File: src/rtl/ctc_pkg.sv
package ctc_pkg;
  localparam int WORD_W = 32;
  localparam int ADDR_W = 12;

  // command word field placement
  localparam int DEV_LSB = 0;
  localparam int DEV_W   = 12;
  localparam int FN_LSB  = 20;
  localparam int FN_W    = 6;
  localparam int WR_BIT  = 30;
  localparam int GO_BIT  = 31;

  localparam logic [WORD_W-1:0] CMD_KEEP  = 32'h43F0_0FFF;
  localparam logic [WORD_W-1:0] CMD_RESET = 32'h0010_0000;
  localparam logic [FN_W-1:0]   FN_OSC    = 6'd1;

  localparam logic [ADDR_W-1:0] OFS_RTN  = 12'h0A0;
  localparam logic [ADDR_W-1:0] OFS_DOUT = 12'h0A4;
  localparam logic [ADDR_W-1:0] OFS_CMD  = 12'h0A8;
  localparam logic [ADDR_W-1:0] OFS_STAT = 12'h0AC;

  typedef struct packed {
    logic err;
    logic done;
  } stat_t;
endpackage

File: src/rtl/ctc_seq.sv
module ctc_seq
  import ctc_pkg::*;
#(
  parameter int N_OSC = 4,
  parameter int LAT   = 2,
  localparam int IDX_W = (N_OSC > 1) ? $clog2(N_OSC) : 1,
  localparam int CNT_W = (LAT > 0) ? $clog2(LAT + 1) : 1
) (
  input  logic              clk,
  input  logic              rst_n,
  input  logic              cmd_wr,
  input  logic              cmd_go,
  input  logic [WORD_W-1:0] cmd_q,
  output logic              busy,
  output stat_t             stat,
  output logic              bank_we,
  output logic              rtn_le,
  output logic [IDX_W-1:0]  sel
);
  logic             busy_q, busy_d;
  logic [CNT_W-1:0] cnt_q, cnt_d;
  stat_t            stat_q, stat_d;

  logic [DEV_W-1:0] dev;
  logic [FN_W-1:0]  fn;
  logic             is_wr, valid, finish;

  assign dev    = cmd_q[DEV_LSB +: DEV_W];
  assign fn     = cmd_q[FN_LSB +: FN_W];
  assign is_wr  = cmd_q[WR_BIT];
  assign valid  = (fn == FN_OSC) && (dev < DEV_W'(N_OSC));
  assign finish = busy_q && (cnt_q == '0) && !cmd_wr;

  always_comb begin
    busy_d = busy_q;
    cnt_d  = cnt_q;
    stat_d = stat_q;
    if (cmd_wr) begin
      stat_d = '0;
      busy_d = cmd_go;
      cnt_d  = CNT_W'(LAT);
    end else if (busy_q) begin
      if (cnt_q == '0) begin
        busy_d      = 1'b0;
        stat_d.done = 1'b1;
        stat_d.err  = !valid;
      end else begin
        cnt_d = cnt_q - 1'b1;
      end
    end
  end

  always_ff @(posedge clk or negedge rst_n) begin
    if (!rst_n) begin
      busy_q <= 1'b0;
      cnt_q  <= '0;
      stat_q <= '0;
    end else begin
      busy_q <= busy_d;
      cnt_q  <= cnt_d;
      stat_q <= stat_d;
    end
  end

  assign busy    = busy_q;
  assign stat    = stat_q;
  assign bank_we = finish && valid && is_wr;
  assign rtn_le  = finish && valid && !is_wr;
  assign sel     = dev[IDX_W-1:0];
endmodule

File: src/rtl/ctc_osc_bank.sv
module ctc_osc_bank
  import ctc_pkg::*;
#(
  parameter int N_OSC = 4,
  parameter logic [N_OSC*WORD_W-1:0] OSC_INIT = '0,
  localparam int IDX_W = (N_OSC > 1) ? $clog2(N_OSC) : 1
) (
  input  logic                    clk,
  input  logic                    rst_n,
  input  logic                    we,
  input  logic [IDX_W-1:0]        sel,
  input  logic [WORD_W-1:0]       wdata,
  output logic [WORD_W-1:0]       rdata,
  output logic [N_OSC*WORD_W-1:0] flat
);
  logic [WORD_W-1:0] ent [N_OSC];

  for (genvar g = 0; g < N_OSC; g++) begin : g_ent
    logic hit;
    assign hit = we && (sel == IDX_W'(g));
    always_ff @(posedge clk or negedge rst_n) begin
      if (!rst_n) begin
        ent[g] <= OSC_INIT[g*WORD_W +: WORD_W];
      end else if (hit) begin
        ent[g] <= wdata;
      end
    end
    assign flat[g*WORD_W +: WORD_W] = ent[g];
  end

  always_comb begin
    rdata = '0;
    for (int i = 0; i < N_OSC; i++) begin
      if (sel == IDX_W'(i)) rdata = ent[i];
    end
  end
endmodule

File: src/rtl/ctc_regs.sv
module ctc_regs
  import ctc_pkg::*;
(
  input  logic              clk,
  input  logic              rst_n,
  input  logic              bus_we,
  input  logic [ADDR_W-1:0] bus_addr,
  input  logic [WORD_W-1:0] bus_wdata,
  input  stat_t             stat,
  input  logic              rtn_le,
  input  logic [WORD_W-1:0] osc_rd,
  output logic              cmd_wr,
  output logic              cmd_go,
  output logic [WORD_W-1:0] cmd_q,
  output logic [WORD_W-1:0] dout_q,
  output logic [WORD_W-1:0] rtn_q,
  output logic [WORD_W-1:0] rd_data
);
  logic dout_wr;

  assign cmd_wr  = bus_we && (bus_addr == OFS_CMD);
  assign cmd_go  = cmd_wr && bus_wdata[GO_BIT];
  assign dout_wr = bus_we && (bus_addr == OFS_DOUT);

  always_ff @(posedge clk or negedge rst_n) begin
    if (!rst_n) begin
      cmd_q <= CMD_RESET;
    end else if (cmd_wr) begin
      cmd_q <= bus_wdata & CMD_KEEP;
    end
  end

  always_ff @(posedge clk or negedge rst_n) begin
    if (!rst_n) begin
      dout_q <= '0;
    end else if (dout_wr) begin
      dout_q <= bus_wdata;
    end
  end

  always_ff @(posedge clk or negedge rst_n) begin
    if (!rst_n) begin
      rtn_q <= '0;
    end else if (rtn_le) begin
      rtn_q <= osc_rd;
    end
  end

  always_comb begin
    unique case (bus_addr)
      OFS_RTN:  rd_data = rtn_q;
      OFS_DOUT: rd_data = dout_q;
      OFS_CMD:  rd_data = cmd_q;
      OFS_STAT: rd_data = {{(WORD_W-2){1'b0}}, stat};
      default:  rd_data = '0;
    endcase
  end
endmodule

File: src/rtl/ctc_engine.sv
module ctc_engine
  import ctc_pkg::*;
#(
  parameter int N_OSC = 4,
  parameter int LAT   = 2,
  parameter logic [N_OSC*32-1:0] OSC_INIT =
    128'h0BEB_C200_017D_7840_02FA_F080_05F5_E100
) (
  input  logic                clk,
  input  logic                rst_n,
  input  logic                bus_we,
  input  logic [11:0]         bus_addr,
  input  logic [31:0]         bus_wdata,
  output logic [31:0]         bus_rdata,
  output logic [N_OSC*32-1:0] osc_values
);
  localparam int IDX_W = (N_OSC > 1) ? $clog2(N_OSC) : 1;

  logic [1:0] rst_pipe;
  logic       rst_sync_n;

  always_ff @(posedge clk or negedge rst_n) begin
    if (!rst_n) rst_pipe <= 2'b00;
    else        rst_pipe <= {rst_pipe[0], 1'b1};
  end
  assign rst_sync_n = rst_pipe[1];

  logic              cmd_wr, cmd_go, busy, bank_we, rtn_le;
  logic [WORD_W-1:0] cmd_q, dout_q, rtn_q, osc_rd;
  logic [IDX_W-1:0]  sel;
  stat_t             stat;

  ctc_regs u_regs (
    .clk       (clk),
    .rst_n     (rst_sync_n),
    .bus_we    (bus_we),
    .bus_addr  (bus_addr),
    .bus_wdata (bus_wdata),
    .stat      (stat),
    .rtn_le    (rtn_le),
    .osc_rd    (osc_rd),
    .cmd_wr    (cmd_wr),
    .cmd_go    (cmd_go),
    .cmd_q     (cmd_q),
    .dout_q    (dout_q),
    .rtn_q     (rtn_q),
    .rd_data   (bus_rdata)
  );

  ctc_seq #(.N_OSC(N_OSC), .LAT(LAT)) u_seq (
    .clk     (clk),
    .rst_n   (rst_sync_n),
    .cmd_wr  (cmd_wr),
    .cmd_go  (cmd_go),
    .cmd_q   (cmd_q),
    .busy    (busy),
    .stat    (stat),
    .bank_we (bank_we),
    .rtn_le  (rtn_le),
    .sel     (sel)
  );

  ctc_osc_bank #(.N_OSC(N_OSC), .OSC_INIT(OSC_INIT)) u_bank (
    .clk   (clk),
    .rst_n (rst_sync_n),
    .we    (bank_we),
    .sel   (sel),
    .wdata (dout_q),
    .rdata (osc_rd),
    .flat  (osc_values)
  );
endmodule

File: config.mk
export PLATFORM = sky130hd
export DESIGN_NAME = ctc_engine
export DESIGN_NICKNAME = d
export VERILOG_FILES = /design/src/rtl/ctc_pkg.sv /design/src/rtl/ctc_seq.sv /design/src/rtl/ctc_osc_bank.sv /design/src/rtl/ctc_regs.sv /design/src/rtl/ctc_engine.sv
export SDC_FILE = /design/constraint.sdc
export NUM_CORES = 1
export LEC_CHECK = 0
export BUFFER_PORTS_ARGS = -buffer_cell sky130_fd_sc_hd__buf_4
export CAP_MARGIN = 30
export CORE_UTILIZATION = 35
export CTS_CLUSTER_SIZE = 20
export DETAILED_ROUTE_END_ITERATION = 8
export GPL_TIMING_DRIVEN = 0
export MAX_ROUTING_LAYER = met4
export PLACE_DENSITY_LB_ADDON = 0.25
export SYNTH_ARGS = -nofsm -noshare
export SYNTH_HDL_FRONTEND = slang
export SYNTH_SLANG_ARGS = --single-unit
File: constraint.sdc
create_clock -name clk -period 16.96 [get_ports clk]
set_input_delay 3.392 -clock clk [delete_from_list [all_inputs] [get_ports clk]]
set_output_delay 3.392 -clock clk [all_outputs]
set_load 0.01 [all_outputs]
After elaboration in Yosys (flattened, before gate mapping) --
Cells that the tools add are included.
Word-level totals: output and inout port bits 160, logic and storage cells 59, register bits 218, input bits 47
Operators by class: $add $sub $neg 1, mux-type cells 14, equal/unequal tests 9, magnitude comparators 1, reduce and logical (&&, ||, !) cells 22
Operators with widths (number):
- $mux 32 | 4
- $pmux 32 s4 | 1
- $eq 12x8->1 const B | 4
- $logic_and 1x1->1 | 13
- $lt 12x3->1 const B | 1
- $mux 2 | 6
- $eq 6x1->1 const B | 1
- $eq 2x2->1 const B | 2
- $logic_not 2->1 | 2
- $reduce_and 2->1 | 2
- $reduce_bool 2->1 | 2
- $logic_not 1->1 | 3
- $mux 1 | 3
- $eq 2x1->1 const B | 1
- $ne 2x2->1 const B | 1
- $sub 2x1->2 const B | 1

Depth between registers and ports, before layout --
depth after elaboration 7, depth in mapped cells 8, gate-level depth less buffers 6

Modules after synthesis --
A second synthesis with hierarchy kept.
Unflattened totals: cells, all modules 656, area total of the unflattened synthesis 10139.7 um^2
Modules (own cells, without submodules):
- ctc_osc_bank | cells each 312, sequential area each 3263.1 um^2, times used 1, area each 5604.1 um^2
- ctc_regs | cells each 310, sequential area each 2078.2 um^2, times used 1, area each 4189.0 um^2
- ctc_seq | cells each 31, sequential area each 125.1 um^2, times used 1, area each 292.8 um^2
- ctc_engine | cells each 3, sequential area each 50.0 um^2, times used 1, area each 53.8 um^2

Worst setup path before layout --
Ideal clock, no wire load.
path type input to output, from input port bus_addr[9], to output port bus_rdata[12], required time 13568 ps, setup slack 8587 ps, path buffers 2, stages 5, data arrival time 4981 ps, cell sequence or4_4 -> or4_1 -> clkbuf_1 -> clkbuf_1 -> nor2_1
On the way: cells in the longest elaborated chain, start to end 2, elaborated cells between the ends (all ways) 5, those cells by class eq/ne: 4; mux: 1
Ends and longest elaborated chain:
- start, declared | line ctc_engine.sv:12 | input logic [11:0] bus_addr,
- $eq 12x8->1 | line ctc_regs.sv:50 | unique case (bus_addr)
- $pmux 32 s4 (*) | line ctc_regs.sv:50
- end, declared | line ctc_engine.sv:14 | output logic [31:0] bus_rdata,
Mark *: on every way between the ends. The rest lies on a longest branch, timed or not.

Final worst setup path --
from input port bus_addr[9], to output port bus_rdata[31]
The elaborated chain is that of the path after synthesis.

==> summary.txt <==
Timing
  – Unrepaired setup endpoints after global routing: no
  – Final Hold Vio Count: 0
  – Final clock skew: ~0.011 ns
  – Slew @ Worst Pin: ~0.99 ns
  – Fmax: ~110 MHz
  – Total negative slack: 0 ns
  – Final worst setup slack: 7.862 ns
  – Slew HR: between 30% and 40%
  – Slew Limit Fails: 0
  – Setup violators final: 0
  – Fin crit share: about 54%
  – Min cycle time layout: roughly 9 ns

Floorplanning
  – # rows: between 60 and 70
  – Die span in y: between 150 and 200 um
  – Starting Density: roughly 36%
  – Chip width: between 150 and 200 um
  – DIE AREA: 0.02894 mm2
  – Core area: approximately 0.028 mm2
  – Io pins: slightly above 200

Finish
  – Area added between synthesis and finish: 29.56%
  – Layout Nets: around 1000
  – Post-layout instance count excluding filler cells: 1321
  – Fillers: 2670
  – Share of cells above drive strength 1: 57.86%

Setup path
  – FF-to-FF setup slack: 13.88 ns
  – Req. time, crit path: around 14 ns
  – Worst-path cell chain: buf_4, or4_4, or4_1, clkbuf_1, clkbuf_1, nor2_1, buf_4
  – Reg-to-reg endpoint: u_bank.flat[81]
  – Critical Path Start Type: input port
  – Crit end category: output port
  – Crit-path max cell delay: roughly 0.56 ns
  – CP endpoint: bus_rdata[31]
  – RR Startpoint: u_regs.cmd_q[22]
  – Crit path DAT: about 5.7 ns
  – Crit-path slowest cell: or4_4
  – Critical Path Start: bus_addr[9]
  – Critical path type: input port to output port
  – Crit-path max FO: 10
  – R2R depth: 5

Yosys
  – Post-Syn Instances: 685
  – Yosys top cell area share: between 40% and 50%
  – Main synth FF type: dfrtp_1
  – Post-synth EDFFs: 0
  – Most common cell in the netlist: dfrtp_1
  – Largest area contributor in the netlist: dfrtp_1
  – Syn Nets: around 730
  – Post-synth top cells: dfrtp_1 (169), mux2_2 (155), nand2_1 (64)
  – Post-synth ARST share: 100.0%
  – Syn Std Cell Area: 0.009891 mm2
  – Synth Register Bits: approximately 220
  – Mean post-synth cell area: 14.44 um2
  – Sequential area share after synthesis: a little under three fifths
  – Count of cell types in the netlist: 38
  – Synth area leaders: dfrtp_1 (43%), mux2_2 (18%), dfstp_2 (13%)
  – Synthesis warning total: 0

Clock tree
  – CTS clk-pin slew, worst paths: 0.05 ns
  – Clk buf depth: 3
  – CTS tree: yes
  – Post_cts resized: 0
  – # clock sinks: 218
  – Post-CTS setup buffers: 0
  – Hold-fix buffers, CTS: 0
  – Num CTS Buffers: 25
  – Clock Latency Late Sink: roughly 0.53 ns
  – Root Buffer: clkbuf_16
  – H-Tree Level Count: 1

Global route
  – First-pass GRT wire length: 42410 um
  – Vias in the first global route: just under 7k
  – Initial antenna violation count: 0
  – Tot GR Track Use: 20.37%
  – Largest net degree at the start of global routing: 68
  – Grt total ovfl: 0

Drt
  – Vias per std cell: between 4 and 5
  – DRC: 0
  – Final WL: 28070 um
  – Via count: about 6.6k
  – Wire per inst: between 20 and 25 um
  – Final ANT Viol Nets: 0
  – Drt first pass iters: 4
  – 1st-iter DRT viols: about 310

Run
  – Maxcap violations: 0

Place
  – Gp weighted congestion: around 0.79
  – Pre-CTS setup slack: 7.842 ns
  – DP HPWL: 19040 um
  – Placed cell count: 1274
  – Port Buf Inserts: between 200 and 250

Run status
  – Status: finished, final reports clean

Pwr
  – P_leak: between 6 and 7 nW
  – Max rail drop VDD: 0.06987 mV
  – PD cells: approximately 84 mW/mm2

Min path
  – Hold WC Path Type: flip-flop to asynchronous set/reset pin
[critical path, delay by kind of cell]
family / cells / cell delay (ns)
buffers and inverters: 4 / 0.95
and+or+nand+nor: 3 / 1.34
[logic make-up (layout without fill, tap and decap cells)]
| logic type | count (synthesis) | count (layout) | synth area share (%) |
|---|---|---|---|
| compound gates | 19 | 19 | 0.9867 |
| xor+xnor | 1 | 1 | 0.08857 |
| fa+ha+maj | 1 | 1 | 0.1265 |
| buf+inv | 47 | 304 | 2.328 |
| flops | 218 | 218 | 55.77 |
| mux | 256 | 256 | 33.78 |
| other cells | 1 | 2 | 0.03791 |
| simple gates | 142 | 142 | 6.882 |
[layout make-up]
class                   count  area (um2)  share of cell area (%)
diodes                      1       2.502                 0.01953
plain buffers              45       222.7                   1.738
clock buffers              39       718.2                   5.604
clock inverters             7       63.81                  0.4979
inverters                   2       7.507                 0.05858
multi-input cells         420        4144                   32.34
flip-flops and latches    218        5520                   43.08
well taps                 378       473.0                   3.691
repair buffers            211        1663                   12.98
[worst min-delay path by stage]
stage	startpoint	endpoint	slack (ns)	cells past startpoint
finish	rst_pipe[1]	u_bank.flat[122]	0.26	0
global route	rst_pipe[1]	u_regs.dout_q[26]	0.28	0
CTS	rst_pipe[1]	u_regs.rtn_q[22]	0.27	0
detailed placement	rst_pipe[1]	u_bank.flat[122]	0.26	0
global placement	rst_pipe[0]	rst_pipe[1]	0.34	0
floorplan	rst_pipe[0]	rst_pipe[1]	0.33	0
[layout by cell type (no fill, tap or decap), drive strengths merged, types with 2 or more instances in the layout]
| cell | count |
|---|---|
| a21oi | 17 |
| buf | 240 |
| clkbuf | 55 |
| clkinv | 5 |
| dfrtp | 169 |
| dfstp | 49 |
| inv | 3 |
| mux2 | 192 |
| mux2i | 30 |
| mux4 | 34 |
| nand2 | 64 |
| nand3b | 2 |
| nand4bb | 2 |
| nor2 | 51 |
| nor2b | 4 |
| nor4 | 4 |
| nor4b | 4 |
| or4 | 5 |
[per-layer routing]
layer,share of wire (%),global-route usage [%],up-vias
met5,0,-,-
met4,1.6,4.583,0
met3,6.2,3.953,31
met2,46,31.43,181
met1,46,27.76,3448
li1,-,-,2943
[sequential cells by signal, indices dropped and copies added (netlist names)]
register and flops:
rst_pipe 2, u_bank.flat 128, u_regs.cmd_q 19, u_regs.dout_q 32, u_regs.rtn_q 32, u_seq.busy 1
u_seq.cnt_q 2, u_seq.stat 2
[where the power goes]
group          leakage (nW)  internal, mW  switching [mW]
sequential             2.85         0.522         0.00233
combinational          3.00        0.0128          0.0188
clock                 0.387         0.305           0.216
total                  6.24         0.840           0.238
[metrics by stage]
step | hold slack [ns] | cell area, um2 | power [mW] | utilization, %
after detailed placement | 0.2605 | 12030 | 0.5659 | 43.30
after global routing | 0.2847 | 12810 | 1.116 | 46.12
final | 0.2579 | 12810 | 1.078 | 46.13
after global placement | 0.3392 | 11900 | 0.5624 | 42.84
after floorplan | 0.3312 | 9891 | 0.5463 | -
after CTS | 0.2652 | 12810 | 1.092 | 46.12
Power figures use the tool's default switching activity.
